<file path="config.mk">
export PLATFORM = sky130hd
export DESIGN_NAME = tag_directory
export DESIGN_NICKNAME = d
export VERILOG_FILES = /design/src/rtl/tag_directory.sv
export SDC_FILE = /design/constraint.sdc
export NUM_CORES = 1
export LEC_CHECK = 0
export ABC_CLOCK_PERIOD_IN_PS = 7700
export BUFFER_PORTS_ARGS = -buffer_cell sky130_fd_sc_hd__buf_2
export CORE_AREA = 2 2 177 179
export CTS_CLUSTER_SIZE = 10
export DETAILED_ROUTE_END_ITERATION = 16
export DIE_AREA = 0 0 179 181
export PLACE_DENSITY_LB_ADDON = 0.1
export SLEW_MARGIN = 0
export SYNTH_ARGS = -nofsm -noshare
export SYNTH_HDL_FRONTEND = slang
export SYNTH_SLANG_ARGS = --single-unit
</file>
<file path="constraint.sdc">
create_clock -name clk -period 7.7 [get_ports clk]
set_input_delay 0.385 -clock clk [delete_from_list [all_inputs] [get_ports clk]]
set_output_delay 0.385 -clock clk [all_outputs]
set_load 0.005 [all_outputs]
</file>
<file path="src/rtl/tag_directory.sv">
module tag_directory #(
  parameter int ADDR_W     = 16,
  parameter int LINE_BYTES = 4,
  parameter int SETS       = 8,
  parameter int WAYS       = 4
) (
  input  logic              clk,
  input  logic              rst_n,
  input  logic              req_valid,
  output logic              req_ready,
  input  logic [ADDR_W-1:0] req_addr,
  input  logic [2:0]        req_len_m1,
  output logic              rsp_valid,
  output logic              rsp_miss,
  output logic              rsp_error
);
  localparam int OFS_W = $clog2(LINE_BYTES);
  localparam int IDX_B = $clog2(SETS);
  localparam int SET_W = (IDX_B > 0) ? IDX_B : 1;
  localparam int SHIFT = OFS_W + IDX_B;
  localparam int TAG_W = ADDR_W - SHIFT;

  function automatic logic [SET_W-1:0] set_of(input logic [ADDR_W-1:0] a);
    return SET_W'((a >> OFS_W) & ADDR_W'(SETS - 1));
  endfunction

  logic [TAG_W-1:0] tags [SETS][WAYS];

  logic              busy, miss_q;
  logic [SET_W-1:0]  set_b_q;
  logic [TAG_W-1:0]  tag_q;

  logic [ADDR_W-1:0] last_addr;
  logic [SET_W-1:0]  set_a, set_b, set_next;
  logic [TAG_W-1:0]  tag_a;
  logic              span, bad, accept, probe_en;

  assign last_addr = req_addr + ADDR_W'(req_len_m1);
  assign set_a     = set_of(req_addr);
  assign set_b     = set_of(last_addr);
  assign set_next  = SET_W'((32'(set_a) + 1) & (SETS - 1));
  assign tag_a     = TAG_W'(req_addr >> SHIFT);
  assign span      = set_a != set_b;
  assign bad       = span && (set_b != set_next);
  assign req_ready = !busy;
  assign accept    = req_valid && req_ready;
  assign probe_en  = busy || (accept && !bad);

  logic [SET_W-1:0] p_set;
  logic [TAG_W-1:0] p_tag;
  assign p_set = busy ? set_b_q : set_a;
  assign p_tag = busy ? tag_q : tag_a;

  logic [TAG_W-1:0] row     [WAYS];
  logic [TAG_W-1:0] new_row [WAYS];
  logic             hit;
  int               pos;

  always_comb begin
    hit = 1'b0;
    pos = WAYS - 1;
    for (int i = 0; i < WAYS; i++) row[i] = tags[p_set][i];
    for (int i = 0; i < WAYS; i++) begin
      if (!hit && row[i] == p_tag) begin
        hit = 1'b1;
        pos = i;
      end
    end
    new_row[0] = p_tag;
    for (int i = 1; i < WAYS; i++)
      new_row[i] = (i <= pos) ? row[i-1] : row[i];
  end

  always_ff @(posedge clk) begin
    if (!rst_n) begin
      for (int s = 0; s < SETS; s++)
        for (int w = 0; w < WAYS; w++)
          tags[s][w] <= '0;
      busy      <= 1'b0;
      miss_q    <= 1'b0;
      set_b_q   <= '0;
      tag_q     <= '0;
      rsp_valid <= 1'b0;
      rsp_miss  <= 1'b0;
      rsp_error <= 1'b0;
    end else begin
      rsp_valid <= 1'b0;
      rsp_miss  <= 1'b0;
      rsp_error <= 1'b0;
      if (probe_en)
        for (int w = 0; w < WAYS; w++)
          tags[p_set][w] <= new_row[w];
      if (busy) begin
        busy      <= 1'b0;
        rsp_valid <= 1'b1;
        rsp_miss  <= miss_q | ~hit;
      end else if (accept) begin
        if (bad) begin
          rsp_valid <= 1'b1;
          rsp_error <= 1'b1;
        end else if (span) begin
          busy    <= 1'b1;
          miss_q  <= ~hit;
          set_b_q <= set_b;
          tag_q   <= tag_a;
        end else begin
          rsp_valid <= 1'b1;
          rsp_miss  <= ~hit;
        end
      end
    end
  end
endmodule

</file>
==> results.sh <==
export IMPL_cp_end_kind="register"
export IMPL_grt_pass1_wl_um=77900
export IMPL_wl_met1_um=20500
export IMPL_num_vias=13800
export IMPL_cap_violations=0
export IMPL_synth_area_mm2=0.0192
export IMPL_hold_start="req_addr[10]"
export IMPL_cts_made_buffers=43
export IMPL_synth_top_area_share_pct=55.2
export IMPL_initial_core_util_pct=63.1
export IMPL_clk_latency_ps=530
export IMPL_ys_warn_count=0
export IMPL_cp_data_arrival_time_ps=6220
export IMPL_cts_sinks=371
export IMPL_hold_violations=0
export IMPL_p_clk_share_pct=38.0
export IMPL_path_class="register to register"
export IMPL_synthXorXnorAreaFrac_pct=2.29
export IMPL_hold_path_class="input port to register"
export IMPL_synth_top_area_cell="edfxtp_1"
export IMPL_cts_setup_buffers=0
export IMPL_cts_tree="built"
export IMPL_power_density_mw_per_mm2=232
export IMPL_pwr_share_comb_pct=12.7
export IMPL_layout_min_cycle_time_ps=5930
export IMPL_regToRegSetupSlack_ps=1770
export IMPL_synth_mux_area_fraction_pct=9.09
export IMPL_synth_area_per_cell_um2=10.6
export IMPL_period_share_pct=77.1
export IMPL_r2r_cells=11
export IMPL_max_freq_mhz=168
export IMPL_layout_drive_gt1_share_pct=13.7
export IMPL_post_cts_resize_count=0
export IMPL_cp_max_fo=109
export IMPL_die_h_um=181
export IMPL_antenna_found_initial=0
export IMPL_num_antenna_cells=0
export IMPL_crit_path_start_kind="register"
export IMPL_grt_overflow=0
export IMPL_avgRoutedWirePerCell_um=23.4
export IMPL_fp_dieW_um=179
export IMPL_totalWireLength_um=51000
export IMPL_p_seq_share_pct=49.4
export IMPL_min_delay_worst_endpoint="tag_q[5]$_SDFFE_PN0P_"
export IMPL_drt_iter0_drc=1653
export IMPL_clockBufferDepth=3
export IMPL_slew_violations=0
export IMPL_synthSimpleGateAreaFrac_pct=22.8
export IMPL_fin_area_mm2=0.0204
export IMPL_place_area_mm2=0.0192
export IMPL_cts_hold_buf=0
export IMPL_routed_via_density=6.34
export IMPL_p_leak_nw=7.31
export IMPL_slew_headroom_pct=20.3
export IMPL_first_pass_iters=6
export IMPL_rsz0062_at_grt="no"
export IMPL_track_usage_pct=32.0
export IMPL_async_flop_share_pct=0
export IMPL_yosysMostFrequentCell="nor2_1"
export IMPL_htree_levels=2
export IMPL_synth_top_family_by_area="simple AND/OR/NAND/NOR gates"
export IMPL_reg2reg_from="busy$_SDFF_PP0_"
export IMPL_cp_required_ps=7980
export IMPL_status="finished, final reports clean"
export IMPL_num_rows=64
export IMPL_synth_ff_type="edfxtp_1"
export IMPL_max_slew_worst_pin_slew_ps=1190
export IMPL_synthTopCellsByArea="edfxtp_1, nor2_1, nand2_1"
export IMPL_boundaryPins=26
export IMPL_setup_viol=0
export IMPL_synthAdderAreaFrac_pct=0.196
export IMPL_core_region_area_mm2=0.0303
export IMPL_grt_pass1_vias=13400
export IMPL_die_area_mm2=0.0324
export IMPL_synth_cell_types=51
export IMPL_dr_wl_met2_um=23800
export IMPL_synth_compound_area_share_pct=3.57
export IMPL_fin_setup_tns_ps=0
export IMPL_cts_root_buf="clkbuf_16"
export IMPL_fill_cells=2339
export IMPL_finalNetCount=1798
export IMPL_regToRegEndpoint="tags[0][3]$_SDFFCE_PN0P_"
export IMPL_dpl_hpwl_um=26700
export IMPL_p_int_mw=3.52
export IMPL_postRouteAntennaNets=0
export IMPL_synth_cells=1813
export IMPL_power_switching_mw=1.22
export IMPL_vdd_drop_max_uv=179
export IMPL_seq_area_frac_synth_pct=57.2
export IMPL_switching_share_pct=25.8
export IMPL_power_mw=4.74
export IMPL_drc=0
export IMPL_wl_met3_um=5050
export IMPL_area_delta_synth_final_pct=6.41
export IMPL_grt_start_max_net_pins=125
export IMPL_synth_edff_count=352
export IMPL_dr_max_layer_used="met4"
export IMPL_synth_commonest_cells="nor2_1, nand2_1, edfxtp_1"
export IMPL_gp_congestion=0.800
export IMPL_ys_seq_elements=371
export IMPL_synthesis_nets=1838
export IMPL_port_buffers=25
export IMPL_skew_ps=14.4
export IMPL_path_clk_slew_ps=50
export IMPL_whs_path_depth=3
## worst max-delay path: stages (launching register included)
cell     delay (ps)
dfxtp_1        1110
mux2i_4         760
buf_12          450
nand2_1         110
nand3_1         110
nand4_1         330
xor2_1          270
nor4_2          340
nand4_1         720
nand3_4         320
buf_12          520
mux2_4          350
## final cells by class
class	count	area [µm²]	area share, %
clock inverter	1	3.75	0.0184
sequential	371	11000	53.7
inverter	5	18.8	0.0921
multi-input combinational	1292	7330	35.9
timing repair buffer	60	413	2.03
tap	396	495	2.43
clock buffer	57	1180	5.79
## kinds of logic after synthesis
kind of cell,count (synthesis)
simple gates,997
mux,127
xor+xnor,50
compound gates,115
buf+inv,150
fa+ha+maj,3
flops,371
## metrics by stage
step | hold WS (ps) | cells | setup slack, ps | utilization (%)
finish | 117 | 2182 | 1770 | 67.2
global route | 128 | 2182 | 1510 | 67.2
CTS | 107 | 2182 | 1920 | 67.2
detailed placement | 479 | 2124 | 1930 | 63.3
global placement | 473 | 2124 | 2060 | 63.3
floorplan | 452 | 1813 | 3530 | -
## cells in the final DEF (no fill, tap or decap), types with 25 or more instances in the layout
| cell type | count |
|---|---|
| buf_4 | 33 |
| mux2_4 | 88 |
| nand4_1 | 43 |
| edfxtp_1 | 352 |
| nor2_1 | 370 |
| buf_2 | 25 |
| mux2i_1 | 27 |
| xor2_1 | 32 |
| nand3_1 | 175 |
| a21oi_1 | 90 |
| nand2_1 | 353 |
| clkbuf_16 | 45 |
## worst max-delay path by stage
stage | from | endpoint | slack, ps | depth (start not counted)
floorplan | req_addr[1] | tags[2][0]$_SDFFCE_PN0P_ | 3530 | 11
global placement | busy$_SDFF_PP0_ | tags[2][3]$_SDFFCE_PN0P_ | 2060 | 11
detailed placement | busy$_SDFF_PP0_ | tags[1][6]$_SDFFCE_PN0P_ | 1930 | 11
CTS | busy$_SDFF_PP0_ | tags[1][6]$_SDFFCE_PN0P_ | 1920 | 11
global route | busy$_SDFF_PP0_ | tags[7][4]$_SDFFCE_PN0P_ | 1510 | 11
finish | busy$_SDFF_PP0_ | tags[0][3]$_SDFFCE_PN0P_ | 1770 | 11
## state kept, by name, summed over array words and instances (netlist names)
name and cells:
rsp_valid 1, tags 352, tag_q 11, rsp_error 1, set_b_q 3, busy 1, miss_q 1, rsp_miss 1
## per-layer routing
metal	track usage, %	up-vias
li1	-	6195
met1	44.6	6747
met2	51.0	760
met3	5.43	127
met4	11.1	0
met5	0	-
## power groups by stage
| stage | clock (mW) | combinational (mW) | sequential, mW |
|---|---|---|---|
| 4_1_cts | 1.81 | 0.594 | 2.34 |
| 2_1_floorplan | 0 | 0.420 | 2.37 |
| 3_5_place_dp | 0 | 0.590 | 2.38 |
| 3_3_place_gp | 0 | 0.583 | 2.38 |
| 5_1_grt | 1.88 | 0.644 | 2.35 |
| 6_report | 1.80 | 0.600 | 2.34 |
Power figures use the tool's default switching activity.
